**src/rtl/tag_fault_dispatch.sv**
```systemverilog
module tag_fault_dispatch #(
  parameter int ADDR_W = 64,
  parameter int CTRL_W = 64,
  parameter int NUM_EL = 4,
  parameter int EL_W   = $clog2(NUM_EL),
  parameter int SEL_BIT = 55,
  parameter int EL0_LO = 38,
  parameter int ELX_LO = 40,
  parameter logic [5:0] FSC = 6'h11
) (
  input  logic                clk,
  input  logic                rst_n,
  input  logic                fail_i,
  input  logic                wr_i,
  input  logic                el0_regime_i,
  input  logic [EL_W-1:0]     regime_el_i,
  input  logic                el_nz_i,
  input  logic [CTRL_W-1:0]   ctrl_i,
  input  logic                two_ranges_i,
  input  logic [ADDR_W-1:0]   addr_i,
  input  logic                clr_i,
  input  logic [EL_W-1:0]     clr_el_i,
  input  logic [1:0]          clr_mask_i,
  output logic                abort_o,
  output logic [7:0]          syndrome_o,
  output logic [ADDR_W-1:0]   fault_addr_o,
  output logic [2*NUM_EL-1:0] async_st_o
);

  logic [1:0]      mode;
  logic            go_sync, go_async;
  logic [1:0]      set_bits;
  logic [EL_W-1:0] slot;

  assign mode     = el0_regime_i ? ctrl_i[EL0_LO +: 2] : ctrl_i[ELX_LO +: 2];
  assign go_sync  = fail_i && ((mode == 2'd1) || (mode == 2'd3 && !wr_i));
  assign go_async = fail_i && ((mode == 2'd2) || (mode == 2'd3 && wr_i));
  assign set_bits = (two_ranges_i && addr_i[SEL_BIT]) ? 2'b10 : 2'b01;
  assign slot     = el0_regime_i ? '0 : regime_el_i;

  always_ff @(posedge clk) begin
    if (!rst_n) begin
      abort_o      <= 1'b0;
      syndrome_o   <= '0;
      fault_addr_o <= '0;
    end else begin
      abort_o <= go_sync;
      if (go_sync) begin
        syndrome_o   <= {el_nz_i, wr_i, FSC};
        fault_addr_o <= addr_i;
      end
    end
  end

  for (genvar k = 0; k < NUM_EL; k++) begin : g_slot
    logic [1:0] clr_k, set_k;
    assign clr_k = (clr_i && clr_el_i == EL_W'(k)) ? clr_mask_i : 2'b00;
    assign set_k = (go_async && slot == EL_W'(k)) ? set_bits : 2'b00;
    always_ff @(posedge clk) begin
      if (!rst_n) async_st_o[2*k +: 2] <= 2'b00;
      else        async_st_o[2*k +: 2] <= (async_st_o[2*k +: 2] & ~clr_k) | set_k;
    end
  end

endmodule


```
**config.mk**
```make
export PLATFORM = sky130hd
export DESIGN_NAME = tag_fault_dispatch
export DESIGN_NICKNAME = d
export VERILOG_FILES = /design/src/rtl/tag_fault_dispatch.sv
export SDC_FILE = /design/constraint.sdc
export NUM_CORES = 1
export LEC_CHECK = 0
export BUFFER_PORTS_ARGS = -buffer_cell sky130_fd_sc_hd__buf_2
export CAP_MARGIN = 20
export CELL_PAD_IN_SITES_DETAIL_PLACEMENT = 1
export CELL_PAD_IN_SITES_GLOBAL_PLACEMENT = 2
export CORE_AREA = 2 2 131 133
export CTS_CLUSTER_SIZE = 25
export DETAILED_ROUTE_END_ITERATION = 10
export DIE_AREA = 0 0 133 135
export PLACE_DENSITY_LB_ADDON = 0.1
export SLEW_MARGIN = 20
export SYNTH_ARGS = -nofsm -noshare
export SYNTH_HDL_FRONTEND = slang
export SYNTH_SLANG_ARGS = --single-unit
```
**constraint.sdc**
```tcl
create_clock -name clk -period 1.6 [get_ports clk]
set_clock_uncertainty 0.05 [all_clocks]
set_input_delay 0.32 -clock clk [delete_from_list [all_inputs] [get_ports clk]]
set_output_delay 0.32 -clock clk [all_outputs]
set_load 0.01 [all_outputs]
```
==> key figures, run 1 <==
Clocking
  – Number of clock buffers inserted by TritonCTS: 9
  – CTS hold repair buffers: 0
  – Post-cts gate resize count: 0
  – Clock tree buffer depth: 2
  – Clock-pin slew on the worst setup and hold paths: 0.06 ns
  – Number of levels the H-tree was split into: 3
  – TritonCTS clock tree: built
  – Number of clock sinks: 76
  – Root Buffer Master: sky130_fd_sc_hd__clkbuf_16
  – Buffers inserted during post-CTS setup optimization: 0
  – Latest clock arrival within the worst-skew pair: around 0.33 ns

Final layout
  – Final non-filler cell area: 0.004529 sq mm
  – Fraction of final layout cells sized beyond drive strength 1: 0.3760
  – Most common cell after layout, fill and taps aside: sky130_fd_sc_hd__buf_2
  – Post-layout utilization of the core: 0.2761
  – Most frequent cells in the layout: sky130_fd_sc_hd__buf_2 (157), sky130_fd_sc_hd__nand2_1 (134), sky130_fd_sc_hd__dfxtp_1 (76)
  – Cell Count, Final, Fillers Out: between 700 and 800
  – Fin nets: 638
  – Fill cells: approximately 2,000
  – Post-synthesis to final-layout area growth: 47.09%

Floorplanning
  – Area of the core: 0.01641 sq mm
  – Die height: 135 um
  – IO Count: roughly 220
  – Die width: 133 um
  – Std cell rows: 47
  – Area enclosed by the die boundary: 0.01796 sq mm
  – Initial Utilization: 0.1877

Setup path
  – Worst Setup Start Kind: primary input
  – FF-to-FF setup slack: 0.90 ns
  – Worst path arrival time: 1.69 ns
  – Startpoint of the most critical register-to-register path: async_st_o[0]
  – Path depth of the worst reg2reg path: 2
  – Type of the worst setup path: primary input to flop
  – RR Endpoint: async_st_o[0]
  – CP endpoint: fault_addr_o[43]
  – CP Launch Point: el0_regime_i
  – Critical path endpoint category: flop
  – Largest fanout of any net on the critical path: 12
  – Required time of the worst setup path: 1.81 ns

Timing
  – Number of hold violations in the final report: 0
  – Peak Freq: just under 700 MHz
  – Final min period: 1.484 ns
  – Final number of max-transition violations: 0
  – Setup repair after global routing missed its margin: false
  – Fin crit share: 0.9275
  – Final-report setup violation count: 0

Routing
  – Detail-routed via count per cell: between 3 and 4
  – # DRC: 0
  – Detailed Route WL: between 9 and 10 mm
  – Post-detailed-route wirelength per cell: 13.24 um
  – Vias post-DR: 2,833
  – DRT iter0 DRCs: 60
  – Count of TritonRoute iterations in the first routing pass: 4
  – Remaining antenna violation count after routing: 0

Synthesis
  – Fraction of the mapped netlist area in compound gates: 0.05567
  – Post-Synthesis Cell Area: 0.003079 sq mm
  – Post-synthesis share of cell area spent on and, or, nand and nor gates: 0.1829
  – Synthesized instance count: 337
  – Number of enable flip-flop cells after synthesis: 0
  – Fraction of synthesized cell area in xor and xnor cells: 0
  – Post-synthesis average cell area: 9.137 sq um
  – Predominant post-synthesis flop cell: sky130_fd_sc_hd__dfxtp_1
  – Warnings from Yosys: 0
  – Share of synthesized area occupied by flip-flops and latches: 0.4941
  – Flops & latches, synth: 76
  – Combinational family with the most area after synthesis: multiplexers
  – FFs w/ async S/R, synth: 0
  – Post-synthesis mux area share: 0.2182
  – Post-synth cell types: 22
  – Post-synthesis adder-cell area fraction: 0

Power
  – Peak supply drop: 0.5142 mV
  – Final Total Pwr: about 4.8 mW
  – Reported leakage power: around 2.1 nW
  – Power per standard cell area: 1052 mW/mm^2

Global route
  – Largest net degree at the start of global routing: 75
  – Grt ovf: 0
  – Initial antenna violation count: 1
  – First-pass GRT wire length: around 15 mm
  – Overall track demand over capacity in global routing: 0.1088
  – Via count of the first global-routing pass: 2,902

Outcome
  – Result of the run: complete, no violations

Placed design
  – Post-placement cell count: 705
  – Placed standard-cell area: 0.004223 sq mm
  – Half-perimeter wire length after placement: 7.017 mm
  – Number of I/O port buffers: 158
  – GPL Wtd Cong: 0.6681

Hold path
  – Hold Path Stages: 3
  – HP Class: primary input to flop

Run
  – Total of max-cap violations: 0
## final cells by class
| class | count | area [sq um] | share of cell area |
|---|---|---|---|
| inverters | 1 | 3.754 | 0.0008287 |
| multi-input cells | 235 | 1429 | 0.3155 |
| diodes | 1 | 2.502 | 0.0005525 |
| flip-flops and latches | 76 | 1521 | 0.3359 |
| repair buffers | 173 | 993.5 | 0.2193 |
| clock inverters | 1 | 30.03 | 0.006630 |
| clock buffers | 14 | 274.0 | 0.06050 |
| well taps | 220 | 275.3 | 0.06077 |
## worst min-delay path by stage
stage	startpoint	endpoint	slack, ns
final	addr_i[30]	fault_addr_o[30]	0.18
after global routing	addr_i[41]	fault_addr_o[41]	0.17
after CTS	addr_i[63]	fault_addr_o[63]	0.16
after detailed placement	fault_addr_o[34]	fault_addr_o[34]	0.40
after global placement	fault_addr_o[15]	fault_addr_o[15]	0.39
after floorplan	addr_i[0]	fault_addr_o[0]	0.41
## registers in the layout (all words and copies together) (netlist names)
signal,count
fault_addr_o,64
async_st_o,8
abort_o,1
syndrome_o,3
## through the flow
stage	setup slack [ns]	setup TNS [ns]	hold WS [ns]
after floorplan	0.002353	0	0.4121
after global placement	-0.2055	-13.19	0.3898
after detailed placement	-0.2385	-14.60	0.3980
after CTS	0.1137	0	0.1628
after global routing	0.01040	0	0.1691
final	0.1160	0	0.1792
## logic make-up after synthesis
group / Yosys count
simple gates: 142
buf+inv: 29
mux: 67
flops: 76
compound gates: 22
other cells: 1
## synth_stat cells, types with 2 or more instances
| master | instances | area, sq um |
|---|---|---|
| sky130_fd_sc_hd__or4bb_1 | 2 | 22.52 |
| sky130_fd_sc_hd__mux2i_1 | 66 | 660.6 |
| sky130_fd_sc_hd__nand2b_1 | 2 | 12.51 |
| sky130_fd_sc_hd__buf_2 | 4 | 20.02 |
| sky130_fd_sc_hd__dfxtp_1 | 76 | 1521 |
| sky130_fd_sc_hd__clkbuf_1 | 16 | 60.06 |
| sky130_fd_sc_hd__nand2_1 | 134 | 503.0 |
| sky130_fd_sc_hd__buf_4 | 7 | 52.55 |
| sky130_fd_sc_hd__o211ai_1 | 7 | 52.55 |
| sky130_fd_sc_hd__o31ai_1 | 8 | 60.06 |
| sky130_fd_sc_hd__and2_1 | 2 | 12.51 |
| sky130_fd_sc_hd__o311ai_0 | 2 | 17.52 |
| sky130_fd_sc_hd__o21a_1 | 2 | 15.01 |
## where the power goes
part | switching [mW] | total, mW | internal (mW)
sequential | 0.0445 | 2.03 | 1.99
combinational | 0.325 | 0.622 | 0.298
clock | 0.782 | 2.11 | 1.33
## critical path: stages
cell                       delay (ns)
sky130_fd_sc_hd__buf_2           0.11
sky130_fd_sc_hd__buf_4           0.15
sky130_fd_sc_hd__mux2i_1         0.15
sky130_fd_sc_hd__buf_4           0.16
sky130_fd_sc_hd__a211oi_4        0.22
sky130_fd_sc_hd__buf_4           0.21
sky130_fd_sc_hd__buf_12          0.16
sky130_fd_sc_hd__mux2i_1         0.20
## per-layer routing
| layer | wire (um) | GRT usage |
|---|---|---|
| met5 | 0 | 0 |
| met4 | 150 | 0.04839 |
| met1 | 4406 | 0.1372 |
| met3 | 894 | 0.04429 |
| met2 | 4093 | 0.1632 |
(Power assumes the default switching activity.)
==> run 2, diff against run 1 <==
CORE_AREA = 2 2 119 121   (was 2 2 131 133)
CTS_BUF_LIST = sky130_fd_sc_hd__clkbuf_4 sky130_fd_sc_hd__clkbuf_8   (was default)
DIE_AREA = 0 0 121 123   (was 0 0 133 135)
clock period = 1.9 ns   (was 1.6 ns; I/O delays follow)
==> key figures, run 2 (synthesis results as in run 1) <==
Hold path
  – HP Class: primary input to flop
  – Hold Path Stages: 3 (unchanged)

Setup path
  – Longest individual stage delay on the worst path: 0.38 ns (+0.16 ns)
  – Required time of the worst setup path: 2.12 ns (+0.31 ns)
  – Path depth of the worst reg2reg path: 2 (unchanged)
  – Cell with the biggest individual delay on the critical path: sky130_fd_sc_hd__a211oi_4
  – Sum of buffers and inverters on the critical path: 2 (-3)
  – Critical path endpoint category: flop
  – Worst Setup Start Kind: primary input
  – Series of cell instances along the critical path: buf_2 -> mux2_2 -> a211oi_4 -> buf_12 -> mux2i_1
  – Type of the worst setup path: primary input to flop
  – Worst path arrival time: 1.77 ns (+0.08 ns)
  – Number of cells on the critical path: 5 (-3)
  – Largest fanout of any net on the critical path: 31 (+19)
  – Top Family by Delay on Critical Path: multiplexers

Global route
  – Via count of the first global-routing pass: 2,808 (-3.2%)
  – First-pass GRT wire length: 13.87 mm (-8.8%)
  – Overall track demand over capacity in global routing: 0.1206 (+0.01179)
  – Largest net degree at the start of global routing: 88 (+17%)
  – Initial antenna violation count: 3 (+2)
  – Grt ovf: 0 (unchanged)

Placed design
  – Number of I/O port buffers: 158 (unchanged)
  – Half-perimeter wire length after placement: 6.627 mm (-5.6%)
  – GPL Wtd Cong: 0.6751 (+1.0%)
  – Setup slack at placement: -0.01373 ns (+0.2248 ns)
  – Placed standard-cell area: 0.004070 sq mm (-3.6%)
  – Post-placement cell count: 658 (-6.7%)

Run
  – Total of max-cap violations: 0 (unchanged)

Floorplanning
  – Std cell rows: 43 (-8.5%)
  – Area enclosed by the die boundary: 0.01488 sq mm (-17%)
  – Area of the core: 0.01361 sq mm (-17%)
  – Die width: 121 um (-9.0%)
  – Initial Utilization: 0.2262 (+0.03854)
  – IO Count: 223 (unchanged)
  – Die height: 123 um (-8.9%)

Clocking
  – Number of clock sinks: 76 (unchanged)
  – Clock-pin slew on the worst setup and hold paths: 0.08 ns (+0.02 ns)
  – Latest clock arrival within the worst-skew pair: 0.35 ns (+0.02 ns)
  – Number of clock buffers inserted by TritonCTS: 9 (unchanged)
  – Clock tree buffer depth: 2 (unchanged)
  – Post-cts gate resize count: 0 (unchanged)
  – TritonCTS clock tree: built
  – CTS hold repair buffers: 0 (unchanged)
  – Buffers inserted during post-CTS setup optimization: 0 (unchanged)
  – Number of levels the H-tree was split into: 3 (unchanged)
  – Root Buffer Master: sky130_fd_sc_hd__clkbuf_8

Routing
  – Detailed Route WL: 8.994 mm (-5.8%)
  – DRT iter0 DRCs: 76 (+27%)
  – Remaining antenna violation count after routing: 0 (unchanged)
  – Vias post-DR: 2,795 (-1.3%)
  – Detail-routed via count per cell: 4.141 (+5.4%)
  – # DRC: 0 (unchanged)
  – Post-detailed-route wirelength per cell: 13.32 um (+0.66%)
  – Count of TritonRoute iterations in the first routing pass: 4 (unchanged)

Final layout
  – Fraction of final layout cells sized beyond drive strength 1: 0.3712 (-0.004803)
  – Post-synthesis to final-layout area growth: 38.07%
  – Fill cells: 1,688 (-13%)
  – Fin nets: 631 (-1.1%)
  – Most frequent cells in the layout: sky130_fd_sc_hd__buf_2 (157), sky130_fd_sc_hd__nand2_1 (134), sky130_fd_sc_hd__dfxtp_1 (76)
  – Final non-filler cell area: 0.004252 sq mm (-6.1%)
  – Flip-flop count of the largest register, all copies and words added: 64 (unchanged)
  – Post-layout utilization of the core: 0.3123 (+0.03628)
  – Cell Count, Final, Fillers Out: 675 (-6.4%)
  – Most common cell after layout, fill and taps aside: sky130_fd_sc_hd__buf_2
  – Largest Register: fault_addr_o
  – Top Registers: fault_addr_o: 64 flops, async_st_o: 8 flops, syndrome_o: 3 flops

Timing
  – Number of hold violations in the final report: 0 (unchanged)
  – Fin worst setup slack: 0.3575 ns (+0.2415 ns)
  – Final min period: about 1.5 ns
  – Peak Freq: 648.3 MHz
  – Final number of max-transition violations: 0 (unchanged)
  – Post-Route Setup TNS: 0 ns (unchanged)
  – Setup repair after global routing missed its margin: false
  – Final-report setup violation count: 0 (unchanged)
  – Fin crit share: 0.8118

Power
  – Peak supply drop: 0.3138 mV (-39%)
  – Power per standard cell area: 786.6 mW/mm^2 (-25%)
  – Reported leakage power: 2.004 nW (-4.9%)

Outcome
  – Result of the run: complete, no violations
run 2: changes by cell type in the layout (fill, tap and decap cells not counted), sizes merged:
cell,previous run,this run
buf,173,166
clkinv,0,2
bufinv,1,0
clkbuf,14,13
diode,1,2
run 2: routing by layer:
metal  track usage  part of all wire
met5             0            0.0018
met4       0.05887             0.020
met3       0.05304              0.10
met2        0.1798              0.43
met1        0.1484              0.44
run 2: final timing paths:
kind                      endpoint       startpoint  slack (ns)
setup / recovery   fault_addr_o[0]     el0_regime_i        0.36
hold / removal    fault_addr_o[58]       addr_i[58]        0.22
hold reg to reg    fault_addr_o[7]  fault_addr_o[7]        0.40
setup reg to reg     async_st_o[0]    async_st_o[0]        1.19
run 2: worst reg2reg max path, delay by kind of cell, from the launching register on:
kind	cells	cell delay, ns
DFF	1	0.31
AOI/OAI and AO/OA	2	0.22
run 2: layout make-up:
| class | count | area (sq um) | share of cell area |
|---|---|---|---|
| flip-flops and latches | 76 | 1521 | 0.3579 |
| multi-input cells | 235 | 1429 | 0.3361 |
| repair buffers | 166 | 890.9 | 0.2095 |
| well taps | 180 | 225.2 | 0.05297 |
| clock buffers | 13 | 166.4 | 0.03914 |
| clock inverters | 2 | 10.01 | 0.002354 |
| diodes | 2 | 5.005 | 0.001177 |
| inverters | 1 | 3.754 | 0.0008829 |
run 2: report_power, final:
part	switching [mW]	internal (mW)	leakage [nW]
Sequential	0.0369	1.67	0.620
Clock	0.582	0.565	0.0961
Combinational	0.264	0.225	1.29
Total	0.883	2.46	2.00
run 2: through the flow:
stage                     hold WS [ns]  total power [mW]
after floorplan                 0.4290             2.016
after detailed placement        0.3958             2.249
after CTS                       0.1900             3.430
final                           0.2153             3.344
after global routing            0.1992             3.551
after global placement          0.3892             2.236
==> run 3, diff against run 2 <==
CORE_AREA = 2 2 122 124   (was 2 2 119 121)
DIE_AREA = 0 0 124 126   (was 0 0 121 123)
clock period = 1.55 ns   (was 1.9 ns; I/O delays follow)
==> key figures, run 3 (synthesis results as in run 1) <==
Floorplanning
  – Die height: 126 um (+2.4%)
  – Area of the core: 0.01431 sq mm (+5.2%)
  – Std cell rows: 44 (+2.3%)
  – Area enclosed by the die boundary: 0.01562 sq mm (+5.0%)
  – IO Count: 223 (unchanged)
  – Die width: 124 um (+2.5%)
  – Initial Utilization: 0.2151 (-0.01109)

Clocking
  – Clock-pin slew on the worst setup and hold paths: 0.08 ns (about the same)
  – Number of clock buffers inserted by TritonCTS: 9 (unchanged)
  – Root Buffer Master: sky130_fd_sc_hd__clkbuf_8
  – Number of clock sinks: 76 (unchanged)
  – TritonCTS clock tree: built
  – CTS hold repair buffers: 0 (unchanged)
  – Buffers inserted during post-CTS setup optimization: 0 (unchanged)
  – Number of levels the H-tree was split into: 3 (unchanged)
  – Latest clock arrival within the worst-skew pair: 0.35 ns (about the same)
  – Clock tree buffer depth: 2 (unchanged)
  – Post-cts gate resize count: 0 (unchanged)

Final layout
  – Largest Register: fault_addr_o
  – Fin nets: 630 (-0.16%)
  – Flip-flop count of the largest register, all copies and words added: 64 (unchanged)
  – Top Registers: fault_addr_o: 64 flops, async_st_o: 8 flops, syndrome_o: 3 flops
  – Most frequent cells in the layout: sky130_fd_sc_hd__buf_2 (157), sky130_fd_sc_hd__nand2_1 (134), sky130_fd_sc_hd__dfxtp_1 (76)
  – Post-synthesis to final-layout area growth: 39.98%
  – Most common cell after layout, fill and taps aside: sky130_fd_sc_hd__buf_2
  – Fill cells: 1,740 (+3.1%)
  – Cell Count, Final, Fillers Out: 678 (+0.44%)
  – Fraction of final layout cells sized beyond drive strength 1: 0.3712 (unchanged)

Global route
  – First-pass GRT wire length: 14.46 mm (+4.2%)
  – Overall track demand over capacity in global routing: 0.1191 (-0.001513)
  – Largest net degree at the start of global routing: 112 (+27%)
  – Initial antenna violation count: 1 (-2)
  – Grt ovf: 0 (unchanged)
  – Via count of the first global-routing pass: 2,997 (+6.7%)

Timing
  – Final min period: between 1 and 1.5 ns
  – Fin worst setup slack: 0.08453 ns (-0.2730 ns)
  – Final number of max-transition violations: 0 (unchanged)
  – Final-report setup violation count: 0 (unchanged)
  – Setup repair after global routing missed its margin: false
  – Fin crit share: 0.9455
  – Number of hold violations in the final report: 0 (unchanged)
  – Peak Freq: 682.4 MHz

Run
  – Total of max-cap violations: 0 (unchanged)

Routing
  – Vias post-DR: 2,816 (+0.75%)
  – Remaining antenna violation count after routing: 0 (unchanged)
  – # DRC: 0 (unchanged)
  – Detail-routed via count per cell: 4.153 (+0.31%)
  – DRT iter0 DRCs: 47 (-38%)
  – Detailed Route WL: 9.178 mm (+2.0%)
  – Count of TritonRoute iterations in the first routing pass: 3 (-1)
  – Post-detailed-route wirelength per cell: 13.54 um (+1.6%)

Setup path
  – Worst Setup Start Kind: primary input
  – Top Family by Delay on Critical Path: multiplexers
  – Largest fanout of any net on the critical path: 35 (+13%)
  – Type of the worst setup path: primary input to flop
  – RR Endpoint: async_st_o[1]
  – Critical path endpoint category: flop
  – Cell with the biggest individual delay on the critical path: sky130_fd_sc_hd__mux2_2
  – Worst path arrival time: 1.69 ns (-0.08 ns)
  – Longest individual stage delay on the worst path: 0.38 ns (about the same)
  – Required time of the worst setup path: 1.78 ns (-0.34 ns)
  – Path depth of the worst reg2reg path: 2 (unchanged)
  – Series of cell instances along the critical path: buf_2 -> mux2_2 -> a211oi_4 -> buf_12 -> mux2i_1
  – Startpoint of the most critical register-to-register path: async_st_o[1]
  – Sum of buffers and inverters on the critical path: 2 (unchanged)
  – FF-to-FF setup slack: 0.84 ns (-0.35 ns)

Placed design
  – GPL Wtd Cong: 0.6660 (-1.3%)
  – Post-placement cell count: 661 (+0.46%)
  – Number of I/O port buffers: 158 (unchanged)
  – Half-perimeter wire length after placement: 6.481 mm (-2.2%)
  – Setup slack at placement: -0.3085 ns (-0.2948 ns)

Power
  – Power per standard cell area: 1045 mW/mm^2 (+33%)
  – Peak supply drop: 0.3238 mV (+3.2%)
  – Reported leakage power: 2.022 nW (+0.90%)

Hold path
  – Capture endpoint of the worst hold path: fault_addr_o[46]
  – Hold Path Stages: 3 (unchanged)
  – Worst hold start: addr_i[46]
  – HP Class: primary input to flop

Outcome
  – Result of the run: complete, no violations
run 3: cell types whose count changed in the layout (fill, tap and decap cells not counted):
cell                         before  now
sky130_fd_sc_hd__clkinvlp_4       0    1
sky130_fd_sc_hd__clkbuf_4         2    1
sky130_fd_sc_hd__diode_2          2    1
sky130_fd_sc_hd__bufinv_16        0    2
sky130_fd_sc_hd__clkbuf_8        11   12
sky130_fd_sc_hd__clkinv_2         2    0
sky130_fd_sc_hd__buf_4            6    5
run 3: metrics by stage:
stage	total power [mW]	setup TNS [ns]	utilization	area [sq um]	hold slack [ns]
final	4.502	0	0.3011	4310	0.1383
after CTS	4.627	0	0.3010	4308	0.1094
after global routing	4.752	0	0.3010	4308	0.1281
after detailed placement	2.757	-19.59	0.2842	4068	0.3982
after global placement	2.740	-18.48	0.2842	4068	0.3890
after floorplan	2.478	0	-	3109	0.4021
run 3: where the power goes:
part	switching, mW	internal (mW)
combinational	0.327	0.275
sequential	0.0450	2.05
clock	0.749	1.06
run 3: layout make-up:
cell class	instances	area, sq um	share of cell area
Antenna cell	1	2.502	0.0005806
Timing Repair Buffer	165	883.3	0.2049
Sequential cell	76	1521	0.3530
Clock buffer	13	172.7	0.04006
Clock inverter	3	67.56	0.01567
Multi-Input combinational cell	235	1429	0.3315
Inverter	1	3.754	0.0008708
Tap cell	184	230.2	0.05341
run 3: per-layer routing:
metal	track usage	vias up	part of all wire
met2	0.1881	102	0.44
met5	0	-	0.0014
met1	0.1425	1291	0.45
met3	0.04076	15	0.085
met4	0.06081	2	0.023
li1	-	1406	-
run 3: worst register-to-register path, stage by stage, from the launching register on:
cell,delay (ns)
sky130_fd_sc_hd__dfxtp_1,0.31
sky130_fd_sc_hd__o311ai_0,0.09
sky130_fd_sc_hd__o31ai_1,0.13
run 3: how the worst max path moves through the flow:
stage                       startpoint               end  slack (ns)  cells past startpoint
after detailed placement  el0_regime_i  fault_addr_o[35]       -0.31                      5
after global placement    el0_regime_i   fault_addr_o[9]       -0.27                      5
final                     el0_regime_i   fault_addr_o[1]        0.08                      5
after CTS                 el0_regime_i  fault_addr_o[29]        0.08                      5
after global routing      el0_regime_i   fault_addr_o[9]       0.009                      5
after floorplan           el0_regime_i  fault_addr_o[10]       0.006                      5
